**config.mk**
```make
export PLATFORM = sky130hd
export DESIGN_NAME = wake_event_router
export DESIGN_NICKNAME = d
export VERILOG_FILES = /design/src/rtl/wer_pkg.sv /design/src/rtl/wer_sync.sv /design/src/rtl/wer_detect.sv /design/src/rtl/wer_regfile.sv /design/src/rtl/wake_event_router.sv
export SDC_FILE = /design/constraint.sdc
export NUM_CORES = 1
export LEC_CHECK = 0
export CORE_UTILIZATION = 40
export DETAILED_ROUTE_END_ITERATION = 6
export PLACE_DENSITY = 0.6
export SYNTH_ARGS = -nofsm -noshare
export SYNTH_HDL_FRONTEND = slang
export SYNTH_SLANG_ARGS = --single-unit
```
**constraint.sdc**
```tcl
create_clock -name clk -period 1.4 [get_ports clk]
set_input_delay 0.28 -clock clk [delete_from_list [all_inputs] [get_ports clk]]
set_output_delay 0.28 -clock clk [all_outputs]
set_load 0.01 [all_outputs]
```
**src/rtl/wer_pkg.sv**
```systemverilog
package wer_pkg;
  // Word index of each register on the strobed bus.
  typedef enum logic [2:0] {
    IDX_POL    = 3'd0,
    IDX_MODE   = 3'd1,
    IDX_EN     = 3'd2,
    IDX_ST     = 3'd3,
    IDX_EN_SET = 3'd4,
    IDX_EN_CLR = 3'd5,
    IDX_ST_SET = 3'd6,
    IDX_ST_CLR = 3'd7
  } reg_idx_e;
endpackage

```
**src/rtl/wer_sync.sv**
```systemverilog
module wer_sync #(
  parameter int W = 20
) (
  input  logic         clk,
  input  logic         rst_n,
  input  logic [W-1:0] d,
  output logic [W-1:0] q
);
  logic [W-1:0] stage1_q;
  logic [W-1:0] stage2_q;

  always_ff @(posedge clk or negedge rst_n) begin
    if (!rst_n) begin
      stage1_q <= '0;
      stage2_q <= '0;
    end else begin
      stage1_q <= d;
      stage2_q <= stage1_q;
    end
  end

  assign q = stage2_q;
endmodule

```
**src/rtl/wer_detect.sv**
```systemverilog
module wer_detect #(
  parameter int W = 20
) (
  input  logic         clk,
  input  logic         rst_n,
  input  logic [W-1:0] sig,
  input  logic [W-1:0] mode,
  input  logic [W-1:0] pol,
  output logic [W-1:0] hit
);
  logic [W-1:0] prev_q;

  always_ff @(posedge clk or negedge rst_n) begin
    if (!rst_n) prev_q <= '0;
    else        prev_q <= sig;
  end

  for (genvar i = 0; i < W; i++) begin : g_bit
    logic at_active;
    assign at_active = (sig[i] == pol[i]);
    // mode 1: a change that lands on the active level; mode 0: the level
    assign hit[i] = mode[i] ? (at_active & (sig[i] ^ prev_q[i])) : at_active;
  end
endmodule

```
**src/rtl/wer_regfile.sv**
```systemverilog
module wer_regfile
  import wer_pkg::*;
#(
  parameter int          W      = 20,
  parameter int          DATA_W = 32,
  parameter logic [W-1:0] IMPL  = '1
) (
  input  logic              clk,
  input  logic              rst_n,
  input  logic              wr_en,
  input  logic              rd_en,
  input  logic [2:0]        addr,
  input  logic [DATA_W-1:0] wr_data,
  input  logic [W-1:0]      hit,
  output logic [W-1:0]      pol_q,
  output logic [W-1:0]      mode_q,
  output logic [W-1:0]      en_q,
  output logic [W-1:0]      st_q,
  output logic [DATA_W-1:0] rd_data
);
  localparam int PAD = DATA_W - W;

  reg_idx_e      idx;
  logic [W-1:0]  wd;
  logic [W-1:0]  hit_m;
  logic          unused_wr_hi;
  logic [W-1:0]  rd_mux;
  logic [DATA_W-1:0] rd_q;

  assign idx          = reg_idx_e'(addr);
  assign wd           = wr_data[W-1:0] & IMPL;
  assign hit_m        = hit & IMPL;
  assign unused_wr_hi = ^wr_data[DATA_W-1:W];

  function automatic logic sel(input reg_idx_e cur, input reg_idx_e want, input logic stb);
    return stb && (cur == want);
  endfunction

  always_ff @(posedge clk or negedge rst_n) begin
    if (!rst_n) begin
      pol_q  <= '0;
      mode_q <= '0;
      en_q   <= '0;
      st_q   <= IMPL;
    end else begin
      if (sel(idx, IDX_POL, wr_en))  pol_q  <= wd;
      if (sel(idx, IDX_MODE, wr_en)) mode_q <= wd;
      if (sel(idx, IDX_EN_SET, wr_en))      en_q <= en_q | wd;
      else if (sel(idx, IDX_EN_CLR, wr_en)) en_q <= en_q & ~wd;
      // detection is ORed in after the clear, so it wins a same-cycle race
      if (sel(idx, IDX_ST_SET, wr_en))      st_q <= st_q | wd | hit_m;
      else if (sel(idx, IDX_ST_CLR, wr_en)) st_q <= (st_q & ~wd) | hit_m;
      else                                  st_q <= st_q | hit_m;
    end
  end

  always_comb begin
    unique case (idx)
      IDX_POL:  rd_mux = pol_q;
      IDX_MODE: rd_mux = mode_q;
      IDX_EN:   rd_mux = en_q;
      IDX_ST:   rd_mux = st_q;
      default:  rd_mux = '0;
    endcase
  end

  always_ff @(posedge clk or negedge rst_n) begin
    if (!rst_n)     rd_q <= '0;
    else if (rd_en) rd_q <= {{PAD{1'b0}}, rd_mux};
  end

  assign rd_data = rd_q;
endmodule

```
**src/rtl/wake_event_router.sv**
```systemverilog
module wake_event_router #(
  parameter int           N_SRC  = 20,
  parameter int           DATA_W = 32,
  parameter logic [N_SRC-1:0] IMPL_MASK = 20'h9FFFF
) (
  input  logic              clk,
  input  logic              rst_n,
  input  logic [N_SRC-1:0]  ev_in,
  input  logic              wr_en,
  input  logic              rd_en,
  input  logic [2:0]        addr,
  input  logic [DATA_W-1:0] wr_data,
  output logic [DATA_W-1:0] rd_data,
  output logic              wake
);
  logic [N_SRC-1:0] ev_sync;
  logic [N_SRC-1:0] hit;
  logic [N_SRC-1:0] pol_q;
  logic [N_SRC-1:0] mode_q;
  logic [N_SRC-1:0] en_q;
  logic [N_SRC-1:0] st_q;
  logic             wake_q;

  wer_sync #(.W(N_SRC)) u_sync (
    .clk(clk), .rst_n(rst_n), .d(ev_in), .q(ev_sync)
  );

  wer_detect #(.W(N_SRC)) u_det (
    .clk(clk), .rst_n(rst_n), .sig(ev_sync), .mode(mode_q), .pol(pol_q), .hit(hit)
  );

  wer_regfile #(.W(N_SRC), .DATA_W(DATA_W), .IMPL(IMPL_MASK)) u_regs (
    .clk(clk), .rst_n(rst_n), .wr_en(wr_en), .rd_en(rd_en), .addr(addr),
    .wr_data(wr_data), .hit(hit), .pol_q(pol_q), .mode_q(mode_q),
    .en_q(en_q), .st_q(st_q), .rd_data(rd_data)
  );

  always_ff @(posedge clk or negedge rst_n) begin
    if (!rst_n) wake_q <= 1'b0;
    else        wake_q <= |(st_q & en_q);
  end

  assign wake = wake_q;
endmodule

```
# Yosys cells after proc, flatten, opt, wreduce, memory -nomap -nowiden
# Cells that the tools add are included.
# totals
register_bits	157
wordCells	111
# classes
eq_ne	25
muxes	23
bitwise_logic	45
n_reduce_logical	9
# ops
cell	n
OR 20 bit	5
two-way mux 20 bit	4
case mux 20 bit (4 select lines)	1
AND 20 bit	3
inverter 20 bit	1
OR reduction 20 bit	1
AND 1 bit	18
equality test 1 bit	18
two-way mux 1 bit	18
bitwise XOR 1 bit	18
equality test 3 bit (second input constant)	4
equality test 3 x 2 -> 1 bit (second input constant)	2
logical AND 1 bit	6
equality test 3 x 1 -> 1 bit (second input constant)	1
logical NOT 3 bit	1
nonzero test 2 bit	1

# Depth between registers and ports, before layout
# logic_depth
ltp_word	6
ltp_mapped	7

# Hierarchy
# Synthesis repeated with hierarchy kept, for this count alone.
# hier_totals
cells_unflattened	531
area_unflattened_um2	6721.4
# by_module_without_submodules
module	n_inst	cells_each	area_per_inst_um2
wer_regfile	1	379	4556.9
wer_detect	1	99	1022.2
wer_sync	1	40	1001.0
wake_event_router	1	13	141.4

# Least setup slack after synthesis
# No wires, ideal clock.
# synth_path
path_kind	input -> register
from	input port addr[2]
to	register u_regs.pol_q[10]
setup_ns	0.125
t_arrival_ns	1.494
t_required_ns	1.275
path_slack_ns	-0.219
cell_stages	4
n_path_buf	2
path_cell_list	buf_2 > nor4b_4 > buf_6 > mux2_2
# synth_between
elab_chain_len	2
# synth_lines
element	line_no	source
start: declaration	wake_event_router.sv:11	input logic [2:0] addr,
logical NOT 3 bit	wer_regfile.sv:36	return stb && (cur == want);
logical AND 1 bit	wer_regfile.sv:36	
end signal: assignment	wer_regfile.sv:46	if (sel(idx, IDX_POL, wr_en)) pol_q <= wd;
end: declaration	wer_regfile.sv:15	output logic [W-1:0] pol_q,
# Every way passes these cells.
# A chain may end at the register's enable or synchronous reset.

# Worst setup path after layout
# layout_path
from	register u_regs.rd_q[7], in the netlist u_regs.rd_data[7]
to	output port rd_data[7]
# layout_lines
element	line_no	source
start: declaration	wer_regfile.sv:28	logic [DATA_W-1:0] rd_q;
start signal: assignment	wer_regfile.sv:69	else if (rd_en) rd_q <= {{PAD{1'b0}}, rd_mux};
end: declaration	wake_event_router.sv:13	output logic [DATA_W-1:0] rd_data,
# No word-level cell between the ends.

==> metrics.md <==
| Metric | Value |
|---|---|
| Vias in the first global route | 4,349 |
| Post-synth EDFFs | 0 |
| CTS root buffer | clkbuf_16 |
| Worst Path Buf+Inv | 1 |
| Pre-CTS setup slack | -0.507 ns |
| Synthesized area per cell | 11.9 um2 |
| Row cnt | 44 |
| Largest net degree at the start of global routing | 41 |
| Final Hold Viols | 0 |
| Clock latency on the worst-skew pair | 0.42 ns |
| Main combinational cell family by area after synthesis | compound AO/OA/AOI/OAI gates |
| # fillers | 1,244 |
| Die area | 15,700 um2 |
| WP data required | 1.12 ns |
| Register area | 3650 um2 |
| Yosys top cell by area | dfrtp_1 |
| Multi-input gate area | 2240 um2 |
| First-pass GRT wire length | 23,500 um |
| Via count of the routed design | 4,214 |
| # IOs | 92 |
| Simple-gate share of the synthesized area | 9.34% |
| Switching pwr | 2.96 mW |
| Worst IR Drop VDD | 0.000973 V |
| Multiplexer area fraction after synthesis | 6.68% |
| Initial antenna violation count | 0 |
| Cell variety after synth | 32 |
| Syn Std Cell Area | 6070 um2 |
| Worst r2r path cells | 4 |
| TritonCTS buffer count | 17 |
| Compound-Gate Fraction of Synth Area | 13.5% |
| Crit-path slowest cell | dfrtp_1 |
| Dpl cells | 762 |
| Synth-to-Final Area Change | 29.9% |
| Pleak | 3.41 nW |
| Starting density of the core | 41.4% |
| PnR worst setup slack | 0.0356 ns |
| Port-buffer cells | 61 |
| Critical path type | reg2out |
| PwrDens | 1470 nW/um2 |
| Yosys top cell area share | 52.4% |
| Crit-path max FO | 2 |
| Status | finished with violations |
| R2R setup slack | 0.08 ns |
| DRC Markers | 2 |
| Routability cong. | 0.767 |
| XOR/XNOR Fraction of Synth Area | 5.19% |
| Detail-routed via count per cell | 5.26 |
| Predominant post-synthesis flop cell | dfrtp_1 |
| H-tree depth | 4 |
| Clk sinks | 145 |
| Tcrit/Tclk final | 97.5% |
| Delay of the slowest critical-path stage | 0.38 ns |
| Cells along the critical path | dlygate4sd2_1 |
| Share of power burned in the clock network | 40.9% |
| GRT overflow | 0 |
| Seq cells post-synth | 145 |
| Cell internal pwr | 8.66 mW |
| CTS Buffer Depth | 2 |
| Share of cells above drive strength 1 | 21.6% |
| CP delay by family, top | flip-flops |
| Net count, final | 663 |
| Post-route minimum period | 1.36 ns |
| ANT cells | 0 |
| Reg-to-reg endpoint | wake |
| Arrival @ worst endpoint | 1.08 ns |
| Combinational power share | 14.6% |
| Net Sw Frac | 25.5% |
| Type of origin of the critical path | register |
| Max Cap Viol | 0 |
| CTS tree | built |
| Flop pwr share | 44.6% |
| Largest cells by area after synthesis | dfrtp_1 (52%), dfstp_2 (7.8%), nand2_1 (5.6%) |
| Clock Skew | 0.00938 ns |
| Count leader, synth | dfrtp_1 |
| Fmax | 733 MHz |
| WL per Instance | 17.9 um |
| Core Region | 14,600 um2 |
| Async S/R FF share, synth | 100% |
| Crit end category | output pin |
| Syn Inst Count | 510 |
| Drt pass-1 iters | 7 |
| Pins over their slew limit | 0 |
| Gr usage total | 19.8% |
| Wirelength, routed | 14,300 um |
| Register area share after synthesis | 60.2% |
| Final Non-Filler Cells | 801 |
| Failing checks | design-rule violations |
| Post-route ant nets | 0 |
| DIE WIDTH | 125 um |
| Worst-path clk slew | 0.06 ns |
| Synth warn | 0 |
| DRT iter0 DRCs | 395 |
| Post-Synth Adder-Cell Area | 0% |
| Final setup violation count | 0 |
| Die extent in y | 125 um |
| Hold Crit Class | in2async |
| Commonest cells post-synth | dfrtp_1 (127), nand2_1 (90), a21oi_1 (36) |
| DP Wirelength | 9120 um |
-- what timing repair did --
| action | CTS | global route |
|---|---|---|
| hold buffers | 1 | 0 |
| endpoints found under the hold margin | 79 | 0 |
| buffers inserted | 5 | 0 |
| pin swaps | 0 | 1 |
| endpoints found under the setup margin | 55 | 15 |
| gates resized for setup | 29 | 11 |
| gates cloned | 2 | 1 |
-- cell type report --
cell class	instances	share of cell area (%)
sequential	145	46.3
multi-input combinational	321	28.4
timing repair buffer	100	13.6
clock buffer	20	5.54
tap	184	2.92
clock inverter	12	2.32
inverter	19	0.905
-- how the worst max path moves through the flow --
stage                  startpoint           endpoint  slack [ns]  cells past startpoint
2_1_floorplan             addr[2]  u_regs.mode_q[10]       -0.15                      4
3_3_place_gp              addr[1]   u_regs.mode_q[6]       -0.49                      5
3_5_place_dp              addr[1]   u_regs.mode_q[5]       -0.51                      5
4_1_cts        u_regs.rd_data[10]        rd_data[10]       0.003                      1
5_1_grt         u_regs.rd_data[7]         rd_data[7]     -0.0003                      1
6_report        u_regs.rd_data[7]         rd_data[7]        0.04                      1
-- power groups by stage --
| stage | logic, mW | registers [mW] | clock network, mW |
|---|---|---|---|
| floorplan | 1.06 | 5.14 | 0 |
| global placement | 1.67 | 5.21 | 0 |
| detailed placement | 1.71 | 5.24 | 0 |
| CTS | 1.71 | 5.17 | 4.85 |
| global route | 1.88 | 5.25 | 5.02 |
| finish | 1.70 | 5.18 | 4.75 |
-- per-layer routing --
metal | track usage (%) | vias up | part of all wire [%] | routed length (um)
li1 | - | 1954 | - | -
met1 | 24.8 | 2122 | 43 | 6240
met2 | 33.3 | 117 | 50 | 7210
met3 | 4.88 | 21 | 4.6 | 656
met4 | 7.32 | 0 | 1.7 | 241
met5 | 0 | - | 0 | 0
-- cell usage in the layout, fill, tap and decap left out, types with 2 or more instances in the layout --
| cell | n |
|---|---|
| a211oi_1 | 18 |
| buf_12 | 11 |
| a221o_1 | 18 |
| a21oi_1 | 36 |
| bufinv_16 | 4 |
| buf_4 | 24 |
| a221oi_2 | 2 |
| dfstp_2 | 18 |
| o32ai_1 | 18 |
| clkinv_4 | 3 |
| clkbuf_16 | 18 |
| xor2_1 | 18 |
| a22o_1 | 3 |
| mux2_4 | 19 |
| xnor2_1 | 18 |
| nor4b_4 | 2 |
| a22oi_1 | 3 |
| mux2_2 | 17 |
| clkdlybuf4s50_1 | 37 |
| buf_6 | 2 |
| and2_1 | 18 |
| inv_1 | 18 |
| clkdlybuf4s15_1 | 12 |
| nand2_1 | 90 |
| clkinvlp_4 | 3 |
| o21ai_0 | 18 |
| dlygate4sd2_1 | 9 |
| nor2_2 | 2 |
| clkbuf_1 | 3 |
| conb_1 | 14 |
| dfrtp_1 | 127 |
-- per-stage QoR --
step	setup TNS (ns)	util (%)	hold slack (ns)	power (mW)	area, um2
floorplan	-2.52	-	-0.0156	6.20	6200
global placement	-32.68	48.9	0.154	6.88	7170
detailed placement	-33.60	48.9	0.153	6.95	7170
CTS	0	53.7	0.266	11.7	7860
global route	-0.000311	53.8	0.281	12.2	7880
finish	0	53.8	0.279	11.6	7880
-- cell families after synthesis --
kind of cell,Yosys count
xor gates and xnor gates,36
buffers and inverters,57
DFF,145
and+or+nand+nor,118
muxes,36
AOI/OAI and AO/OA,117
other,1
Note: power is estimated with default switching activity, not from simulation.
